$ cat config.mk
export PLATFORM = sky130hd
export DESIGN_NAME = periodic_rate_divider
export DESIGN_NICKNAME = d
export VERILOG_FILES = /design/src/rtl/ppi_pkg.sv /design/src/rtl/ppi_rate_map.sv /design/src/rtl/ppi_tick_counter.sv /design/src/rtl/ppi_cfg_track.sv /design/src/rtl/periodic_rate_divider.sv
export SDC_FILE = /design/constraint.sdc
export NUM_CORES = 1
export LEC_CHECK = 0
export BUFFER_PORTS_ARGS = -buffer_cell sky130_fd_sc_hd__buf_2
export CAP_MARGIN = 20
export CELL_PAD_IN_SITES_DETAIL_PLACEMENT = 0
export CELL_PAD_IN_SITES_GLOBAL_PLACEMENT = 1
export CORE_ASPECT_RATIO = 2
export CORE_MARGIN = 8
export CORE_UTILIZATION = 47
export CTS_CLUSTER_SIZE = 40
export DETAILED_ROUTE_END_ITERATION = 8
export PLACE_DENSITY = 0.85
export SLEW_MARGIN = 40
export SYNTH_ARGS = -nofsm -noshare
export SYNTH_HDL_FRONTEND = slang
export SYNTH_SLANG_ARGS = --single-unit
$ cat constraint.sdc
create_clock -name clk -period 5.8 [get_ports clk]
set_input_delay 0 -clock clk [delete_from_list [all_inputs] [get_ports clk]]
set_output_delay 0 -clock clk [all_outputs]
set_load 0.01 [all_outputs]
$ cat src/rtl/ppi_pkg.sv
package ppi_pkg;

    typedef enum logic [1:0] {
        ST_OFF   = 2'd0,
        ST_COUNT = 2'd1,
        ST_FIRE  = 2'd2
    } ppi_state_e;

    // Derives the counter width needed for the longest period of a selector width.
    function automatic int cnt_width(input int rate_w);
        return (1 << rate_w) - 1;
    endfunction

endpackage

$ cat src/rtl/ppi_rate_map.sv
module ppi_rate_map #(
    parameter int RATE_W    = 4,
    parameter bit REMAP_EN  = 1'b1,
    parameter int REMAP_MAX = 2,
    parameter int REMAP_ADD = 7
) (
    input  logic [RATE_W-1:0] code_i,
    output logic              active_o,
    output logic [RATE_W-1:0] shift_o
);

    logic [RATE_W-1:0] eff_code;

    generate
        if (REMAP_EN) begin : g_remap
            always_comb begin
                if ((code_i != '0) && (code_i <= RATE_W'(REMAP_MAX)))
                    eff_code = code_i + RATE_W'(REMAP_ADD);
                else
                    eff_code = code_i;
            end
        end else begin : g_direct
            always_comb eff_code = code_i;
        end
    endgenerate

    // Period is 2^(eff_code-1) reference ticks.
    assign active_o = (code_i != '0);
    assign shift_o  = active_o ? (eff_code - RATE_W'(1)) : '0;

endmodule

$ cat src/rtl/ppi_tick_counter.sv
module ppi_tick_counter #(
    parameter int RATE_W = 4,
    parameter int CNT_W  = 15
) (
    input  logic              clk,
    input  logic              rst_n,
    input  logic              clr_i,
    input  logic              inc_i,
    input  logic [RATE_W-1:0] shift_i,
    output logic              expire_o
);

    logic [CNT_W-1:0] cnt_q;
    logic [CNT_W-1:0] limit;
    logic             at_limit;

    assign limit    = (CNT_W'(1) << shift_i) - CNT_W'(1);
    assign at_limit = (cnt_q == limit);
    assign expire_o = inc_i && at_limit && !clr_i;

    always_ff @(posedge clk) begin
        if (!rst_n || clr_i)
            cnt_q <= '0;
        else if (inc_i)
            cnt_q <= at_limit ? '0 : cnt_q + CNT_W'(1);
    end

endmodule

$ cat src/rtl/ppi_cfg_track.sv
module ppi_cfg_track #(
    parameter int RATE_W = 4
) (
    input  logic              clk,
    input  logic              rst_n,
    input  logic [RATE_W-1:0] code_i,
    output logic              changed_o
);

    logic [RATE_W-1:0] code_q;

    always_ff @(posedge clk) begin
        if (!rst_n)
            code_q <= '0;
        else
            code_q <= code_i;
    end

    assign changed_o = (code_i != code_q);

endmodule

$ cat src/rtl/periodic_rate_divider.sv
module periodic_rate_divider
    import ppi_pkg::*;
#(
    parameter int RATE_W    = 4,
    parameter bit REMAP_EN  = 1'b1,
    parameter int REMAP_MAX = 2,
    parameter int REMAP_ADD = 7
) (
    input  logic              clk,
    input  logic              rst_n,
    input  logic              ref_tick,
    input  logic [RATE_W-1:0] rate_code,
    input  logic              pie_en,
    output logic              period_strobe
);

    localparam int CNT_W = cnt_width(RATE_W);

    ppi_state_e        state_q, state_d;
    logic              map_active;
    logic [RATE_W-1:0] shift;
    logic              changed;
    logic              active;
    logic              cnt_clr;
    logic              cnt_inc;
    logic              expire;

    ppi_rate_map #(
        .RATE_W   (RATE_W),
        .REMAP_EN (REMAP_EN),
        .REMAP_MAX(REMAP_MAX),
        .REMAP_ADD(REMAP_ADD)
    ) i_rate_map (
        .code_i  (rate_code),
        .active_o(map_active),
        .shift_o (shift)
    );

    ppi_cfg_track #(
        .RATE_W(RATE_W)
    ) i_cfg_track (
        .clk      (clk),
        .rst_n    (rst_n),
        .code_i   (rate_code),
        .changed_o(changed)
    );

    assign active  = pie_en && map_active;
    assign cnt_clr = (state_q == ST_OFF) || !active || changed;
    assign cnt_inc = ref_tick && (state_q != ST_OFF);

    ppi_tick_counter #(
        .RATE_W(RATE_W),
        .CNT_W (CNT_W)
    ) i_counter (
        .clk     (clk),
        .rst_n   (rst_n),
        .clr_i   (cnt_clr),
        .inc_i   (cnt_inc),
        .shift_i (shift),
        .expire_o(expire)
    );

    // Next-state logic
    always_comb begin
        state_d = state_q;
        unique case (state_q)
            ST_OFF: begin
                if (active) state_d = ST_COUNT;              // ENABLE
            end
            ST_COUNT, ST_FIRE: begin
                if (!active)      state_d = ST_OFF;          // DISABLE
                else if (changed) state_d = ST_COUNT;        // RESTART
                else if (expire)  state_d = ST_FIRE;         // EXPIRE
                else              state_d = ST_COUNT;        // RESUME
            end
            default: state_d = ST_OFF;
        endcase
    end

    // State register
    always_ff @(posedge clk) begin
        if (!rst_n)
            state_q <= ST_OFF;
        else
            state_q <= state_d;
    end

    // Outputs
    always_comb begin
        period_strobe = (state_q == ST_FIRE);
    end

endmodule

# == After elaboration in Yosys (flattened, before gate mapping) ==
# Cells that the tools add are included.
# op_classes
add_sub_neg,4
n_eq_ne,5
n_mux,8
magnitude_cmp,1
reduce_logical,15
shifts,1
# ops
operator,n
$add A15 B1 Y15 const B,1
$eq A15 B15 Y1,1
$mux W15,1
$shl A1 B4 Y15 const A,1
$sub A15 B2 Y15 const B,1
$mux W2,4
$mux W4,2
$logic_and A1 B1 Y1,5
$add A4 B3 Y4 const B,1
$le A4 B2 Y1 const B,1
$ne A4 B4 Y1,1
$pmux W2 S2,1
$reduce_bool A4 Y1,1
$sub A4 B1 Y4 const B,1
$logic_not A1 Y1,3
$logic_or A1 B1 Y1,3
$eq A2 B1 Y1 const B,1
$eq A2 B2 Y1 const B,1
$logic_not A2 Y1,1
$ne A2 B2 Y1 const B,1
$reduce_bool A2 Y1,1
$reduce_or A2 Y1,1
# totals
output_inout_bits,1
wordCells,37
reg_bits,21
inputBits,8

# == Depth between registers and ports, before layout ==
# Gate-level depths: netlist (run 1).
# logic_depth
ltp_word,14
depth_mapped,21
ltp_nobuf,19

# == Hierarchy ==
# Synthesis (run 1) repeated with hierarchy kept, for this count alone.
# hier_totals
hier_cells,219
area_unflattened_um2,1754.2
# modules_own_cells
module,cells_each,n_inst,seq_area_each_um2,area_each_um2
ppi_tick_counter,154,1,300.3,1226.2
ppi_rate_map,33,1,0.0,219.0
periodic_rate_divider,19,1,40.0,161.4
ppi_cfg_track,13,1,80.1,147.6

# == Worst setup path before layout (run 1) ==
# No wires, ideal clock.
# synth_timing
path_kind,input -> register
start,in rate_code[0]
end,reg i_counter.cnt_q[8]
path_stages,20
slack_ns,1.746
setup_time_ns,0.064
n_path_buf,2
t_arrival_ns,3.990
cell_sequence,buf_4 inv_1 ha_1 or3_4 o22ai_4 inv_2 ha_1 xnor2_1 a21oi_1 nor2_1 o21ai_0 ha_1 inv_1 a211oi_4 o2111ai_1 and3_1 o221a_4 a31o_2 buf_6 nor2_1
# synth_between
elab_chain_cells,9
elab_cells_between_ends,17
# synth_lines
item,line_no,source
start: declaration,periodic_rate_divider.sv:12,"input logic [RATE_W-1:0] rate_code,"
$le A4 B2 Y1 / $reduce_bool A4 Y1 (equally long branches),"ppi_rate_map.sv:17, ppi_rate_map.sv:28",
$logic_and A1 B1 Y1,ppi_rate_map.sv:17,if ((code_i != '0) && (code_i <= RATE_W'(REMAP_MAX)))
$mux W4,ppi_rate_map.sv:17,
$sub A4 B1 Y4,ppi_rate_map.sv:29,assign shift_o = active_o ? (eff_code - RATE_W'(1)) : '0;
$mux W4,ppi_rate_map.sv:29,
$shl A1 B4 Y15,ppi_tick_counter.sv:17,assign limit = (CNT_W'(1) << shift_i) - CNT_W'(1);
$sub A15 B2 Y15,ppi_tick_counter.sv:17,
$eq A15 B15 Y1,ppi_tick_counter.sv:18,assign at_limit = (cnt_q == limit);
$mux W15,ppi_tick_counter.sv:25,cnt_q <= at_limit ? '0 : cnt_q + CNT_W'(1);
end signal: assignment,ppi_tick_counter.sv:25,
end: declaration,ppi_tick_counter.sv:13,logic [CNT_W-1:0] cnt_q;
# Several ways; a longest one is shown, not always the timed one.
# A chain may end at the register's enable or synchronous reset.

# == Worst setup path after layout (run 1) ==
# layout_timing
start,in rate_code[0]
end,reg i_counter.cnt_q[10]
# Same word-level chain as after synthesis.

==> flow_summary.json, run 1 <==
{
  "status": "finished clean",
  "start_util_pct": 48.2,
  "syn-instance-count": 256,
  "hpwlAfterDp_mm": 4.33,
  "final_cell_mix": "28 x nor2_1, 23 x nand2_1, 21 x dfxtp_1, 18 x nand3_1",
  "gp_congestion": 0.934,
  "rsz0062_at_grt": "false",
  "synth-async-reset-ratio_pct": 0,
  "grt.total_usage_pct": 15.8,
  "required_ns": 6.00,
  "die_x_um": 63.0,
  "p_total_mw": 0.388,
  "syn_nets": 272,
  "cp.arrival_ns": 4.62,
  "root_buffer": "clkbuf_8",
  "drtAntennaViolNets": 0,
  "slew_viol_final": 0,
  "skew_ns": 0.00298,
  "seq_area_frac_synth_pct": 20.3,
  "tightest_slew_ns": 0.680,
  "fp.dieH_um": 110,
  "synth_edf_count": 0,
  "drive_above_1_share_pct": 16.3,
  "grt_pass1_wl_mm": 8.78,
  "drc": 0,
  "hold_viol": 0,
  "cap_viol_max_count": 0,
  "grt_pass1_vias": 1841,
  "clk_path_buf_depth": 2,
  "worst-path-max-fanout": 13,
  "firstDrtPassIters": 4,
  "hold_path.class": "input pin to flop",
  "avgRoutedWirePerCell_um": 17.5,
  "overflow": 0,
  "yosys_warnings": 0,
  "cp-end-kind": "flop",
  "hold_start": "rst_n",
  "yosysUniqueCellTypes": 62,
  "cts.sinks": 21,
  "path_clk_slew_ns": 0.08,
  "vias": 1897,
  "synth-seq-cells": 21,
  "vdd_drop_max_uv": 149,
  "drtIter0Drc": 81,
  "cp-start-kind": "input pin",
  "totalWireLength_mm": 5.44,
  "finalSetupViolations": 0,
  "post-route-min-period_ns": 4.42,
  "finalCritPeriodShare_pct": 76.2,
  "power_density_nw_per_um2": 182,
  "startpoint": "rate_code[0]",
  "cts_setup_buffers": 0,
  "core-area_um2": 4300,
  "rows": 34,
  "vias_per_cell": 6.10,
  "antenna_found_initial": 0,
  "antenna_cells": 0,
  "htreeDepth": 1,
  "netlist_area_um2": 2070,
  "cts_resized": 0,
  "crit_type": "input pin to flop",
  "nNetsFinal": 274,
  "cts_hold_buf": 0,
  "cts_buffers": 3,
  "syn_to_final_growth_pct": 3.20,
  "fp.dieArea_um2": 6920,
  "avgSynthCellArea_um2": 8.09,
  "synth_flop_cell": "dfxtp_1",
  "tns_ns": 0,
  "fmax_ghz": 0.226,
  "p_leak_nw": 0.753,
  "clkLatencyLatePin_ns": 0.26,
  "io_buffers": 8,
  "ioPinCount": 9,
  "cts_tree": "yes",
  "worstReg2RegStart": "state_q[0]",
  "layout_commonest_cell": "nor2_1",
  "grt_max_degree": 18,
  "slew_headroom_pct": 54.3
}
==> report_power, final <==
part | internal, mW | leakage, nW | switching [mW]
clock network | 0.0479 | 0.0255 | 0.0515
registers | 0.146 | 0.170 | 0.00120
logic | 0.0517 | 0.557 | 0.0896
==> registers in the layout, summed over array words and instances, names as in the netlist <==
signal              flops
i_cfg_track.code_q      4
i_counter.cnt_q        15
state_q                 2
==> synth_stat cells (all sizes together) (3+ instances only) <==
library cell  count  area (um^2)
a211o             4         38.8
a211oi            5         50.1
a21oi            10         53.8
and2              7         45.1
and3              7         43.8
buf               9         80.1
dfxtp            21          420
ha                8          100
inv              12         45.0
nand2            23         86.3
nand3            18         90.1
nand4             9         56.3
nor2             32          130
nor3              4         20.0
nor4              4         46.3
nor4b             3         53.8
o2111ai           3         26.3
o211ai            3         22.5
o21ai            11         58.8
xnor2            14          123
xor2             14          123
==> path summary, 6_finish.rpt <==
kind / to / slack (ns) / depth (start not counted)
max: i_counter.cnt_q[10] / 1.38 / 20
min: i_cfg_track.code_q[2] / 0.04 / 2
max reg2reg: i_counter.cnt_q[14] / 3.38 / 10
min reg2reg: state_q[1] / 0.52 / 2
==> kinds of logic (layout without fill, tap and decap cells) <==
| kind of cell | count (synthesis) | after routing | share of synthesized area (%) |
|---|---|---|---|
| buf+inv | 23 | 24 | 6.40 |
| flops | 21 | 21 | 20.3 |
| fa+ha+maj | 8 | 8 | 4.83 |
| xor+xnor | 28 | 28 | 11.8 |
| mux | 4 | 4 | 2.05 |
| simple gates | 117 | 117 | 31.4 |
| compound gates | 55 | 55 | 23.2 |
==> per-layer routing <==
| layer | global-route usage (%) | wire length [um] | up-vias |
|---|---|---|---|
| met4 | 9.52 | 284 | 0 |
| met1 | 14.8 | 2010 | 899 |
| li1 | - | - | 934 |
| met3 | 2.35 | 138 | 25 |
| met5 | 0 | 0 | - |
| met2 | 31.1 | 3000 | 39 |
==> area by class of cell <==
type	instances	area, um^2
multi-input cells	212	1520
fillers	445	2160
repair buffers	8	40.0
clock buffers	3	41.3
inverters	12	45.0
clock inverters	1	5.00
flip-flops and latches	21	420
well taps	54	67.6
==> stage by stage <==
step                hold slack (ns)  setup WS (ns)  utilization, %  instance area, um^2  cells
finish                       0.0431           1.38            49.8                 2140    311
global route                 0.0473          0.965            49.8                 2140    311
CTS                          0.0438           1.40            49.8                 2140    311
detailed placement            0.316           1.14            48.7                 2090    307
global placement              0.312           1.34            48.7                 2090    307
floorplan                     0.122           1.75               -                 2070    256
==> worst max-delay path, cell delays in order <==
cell and delay [ns]:
buf_2 0.18, inv_1 0.16, ha_1 0.28, nand2b_1 0.25, a31o_2 0.29, nand2_1 0.16, inv_1 0.15, ha_1 0.28
xnor2_1 0.21, a21oi_1 0.44, nor2_1 0.07, o21ai_0 0.15, ha_1 0.33, inv_1 0.14, a211oi_4 0.33, o2111ai_1 0.19
and3_1 0.24, o221a_4 0.27, a31o_2 0.36, nor2_1 0.13
(Power assumes the default switching activity.)
==> run 2, diff against run 1 <==
Settings changed: ABC_AREA from default to 1, CORE_UTILIZATION 47 to 43, PLACE_DENSITY 0.85 to 0.84.
Clock period 5.8 ns to 4.1 ns, I/O delays scaled along.
==> flow_summary.json, run 2 <==
{
  "antenna_cells": 0,
  "drive_above_1_share_pct": 14.2,
  "yosysUniqueCellTypes": 33,
  "syn_to_final_growth_pct": 9.36,
  "netlist_area_um2": 1860,
  "p_clk_share_pct": 27.0,
  "synth-seq-cells": 21,
  "p_leak_nw": 0.928,
  "cpPeakStageDelay_ns": 0.52,
  "avgSynthCellArea_um2": 6.28,
  "p_total_mw": 0.504,
  "skew_ns": 0.00187,
  "drtIter0Drc": 72,
  "grt.total_usage_pct": 13.6,
  "finalCritPeriodShare_pct": 91.7,
  "required_ns": 4.24,
  "clkLatencyLatePin_ns": 0.26,
  "firstDrtPassIters": 4,
  "vias_per_cell": 4.99,
  "p_seq_share_pct": 41.5,
  "cp-start-kind": "input pin",
  "start_util_pct": 43.7,
  "yosys_warnings": 0,
  "final_cell_mix": "88 x nand2_1, 49 x inv_1, 24 x nand3_1, 21 x dfxtp_1, 19 x nor2_1",
  "cp-end-kind": "flop",
  "overflow": 0,
  "stdcell_count": 363,
  "fp.dieArea_um2": 6810,
  "grt_pass1_wl_mm": 7.58,
  "clk_path_buf_depth": 2,
  "seq_area_frac_synth_pct": 22.6,
  "crit_type": "input pin to flop",
  "netlist.area_leader.share_pct": 22.6,
  "htreeDepth": 1,
  "synth_flop_cell": "dfxtp_1",
  "root_buffer": "clkbuf_8",
  "hpwlAfterDp_mm": 3.48,
  "swShare_pct": 34.3,
  "antenna_found_initial": 0,
  "rows": 34,
  "fp.dieH_um": 109,
  "io_buffers": 8,
  "core-area_um2": 4250,
  "gp_congestion": 0.847,
  "synth-async-reset-ratio_pct": 0,
  "reg_top3": "i_counter.cnt_q (15), i_cfg_track.code_q (4), state_q (2)",
  "cts.sinks": 21,
  "synth.most_common_cell": "nand2_1",
  "synth_common_cells": "88 x nand2_1, 49 x inv_1, 24 x nand3_1, 21 x dfxtp_1, 19 x nor2_1",
  "vdd_drop_max_uv": 290,
  "critical-path-top-delay-family": "simple AND/OR/NAND/NOR gates",
  "cts_buffers": 3,
  "die_x_um": 62.5,
  "totalWireLength_mm": 4.34,
  "cts_tree": "yes",
  "vias": 1813,
  "cap_viol_max_count": 0,
  "slew_headroom_pct": 64.9,
  "synth_edf_count": 0,
  "cp_common_cell": "nand2_1",
  "path_clk_slew_ns": 0.07,
  "synth_area_leader_cell": "dfxtp_1",
  "tightest_slew_ns": 0.525,
  "power_density_nw_per_um2": 248,
  "grt_pass1_vias": 1771,
  "grt_max_degree": 19,
  "status": "finished clean",
  "place_inst": 354,
  "worst-path-max-fanout": 14,
  "avgRoutedWirePerCell_um": 12.0,
  "hold_path.class": "input pin to flop",
  "drtAntennaViolNets": 0,
  "fill_cells": 462,
  "critPathSlowestCell": "dlygate4sd3_1",
  "cp.arrival_ns": 3.90,
  "hold_viol": 0,
  "critPathBufInv": 5,
  "combPwrFrac_pct": 31.5,
  "finalSetupViolations": 0,
  "power.switching_mw": 0.173,
  "cts_setup_buffers": 0,
  "syn_nets": 312,
  "largest_register_ffs": 15,
  "layout_commonest_cell": "nand2_1",
  "drc": 0,
  "fmax_ghz": 0.266,
  "slew_viol_final": 0,
  "internal-power_mw": 0.331,
  "regMostFlops": "i_counter.cnt_q",
  "nNetsFinal": 326,
  "r2r_setup_slack_ns": 1.54,
  "ioPinCount": 9,
  "synth_area_leaders": "dfxtp_1 23%, nand2_1 18%, inv_1 9.9%, nand3_1 6.5%, ha_1 5.4%",
  "syn-instance-count": 296,
  "post-route-min-period_ns": 3.76
}
run 2: changes by cell type in the layout (fill, tap and decap cells not counted), sizes merged, moves of 7 or more:
cell   change
nand2     +72
and2       -7
and3       -7
xor2       -8
nand3      +8
inv       +38
xnor2     -11
run 2: power by group through the flow:
stage	Sequential [mW]	Combinational (mW)	Clock [mW]
final	0.209	0.159	0.136
after global routing	0.209	0.182	0.147
after CTS	0.209	0.157	0.142
after global placement	0.213	0.151	0
after floorplan	0.213	0.123	0
after detailed placement	0.214	0.152	0
run 2: per-layer routing:
layer  up-vias  part of all wire (%)  GRT usage [%]
li1        961                     -              -
met1       817                    44           14.2
met2        22                    50           25.0
met3        13                   2.1           1.54
met4         0                   3.8           8.70
met5         -                     0              0
run 2: layout make-up:
| type | instances | area [um^2] | area share [%] |
|---|---|---|---|
| well taps | 54 | 67.6 | 3.33 |
| flip-flops and latches | 21 | 420 | 20.7 |
| clock buffers | 4 | 45.0 | 2.22 |
| repair buffers | 13 | 90.1 | 4.43 |
| inverters | 50 | 188 | 9.24 |
| multi-input cells | 221 | 1220 | 60.1 |
run 2: per-stage QoR:
step                      setup WS [ns]  util, %  hold slack (ns)  instance area [um^2]  TNS (ns)
after global routing           -0.00522     47.8           0.0378                  2030  -0.00569
after global placement            0.524     45.2            0.239                  1920         0
final                             0.339     47.8           0.0339                  2030         0
after detailed placement          0.415     45.2            0.239                  1920         0
after floorplan                    1.05        -           0.0935                  1860         0
after CTS                         0.161     47.5           0.0125                  2020         0
run 2: cells by family after synthesis:
group / synth area share, %
AO/OA/AOI/OAI: 6.33
XOR/XNOR: 4.24
adder cells (fa/ha/maj): 5.39
buffers and inverters: 12.3
flip-flops: 22.6
AND/OR/NAND/NOR: 49.1
run 2: path summary, 6_finish.rpt:
path,from,end,cells past startpoint
worst min register to register,state_q[0],state_q[0],2
worst max-delay path,rate_code[0],i_counter.cnt_q[8],26
worst max register to register,state_q[1],i_counter.cnt_q[13],19
worst min-delay path,rate_code[2],i_cfg_track.code_q[2],3
run 2: tightest hold or removal path, delay by kind of cell:
kind                   cells  cell delay (ns)
and+or+nand+nor            1             0.07
buffers and inverters      2             0.19
run 2: what timing repair did:
action / in CTS / in global routing
hold buffers: 5 / 0
endpoints found under the setup margin: 0 / 16
gates resized for setup: 0 / 2
endpoints found under the hold margin: 4 / 0
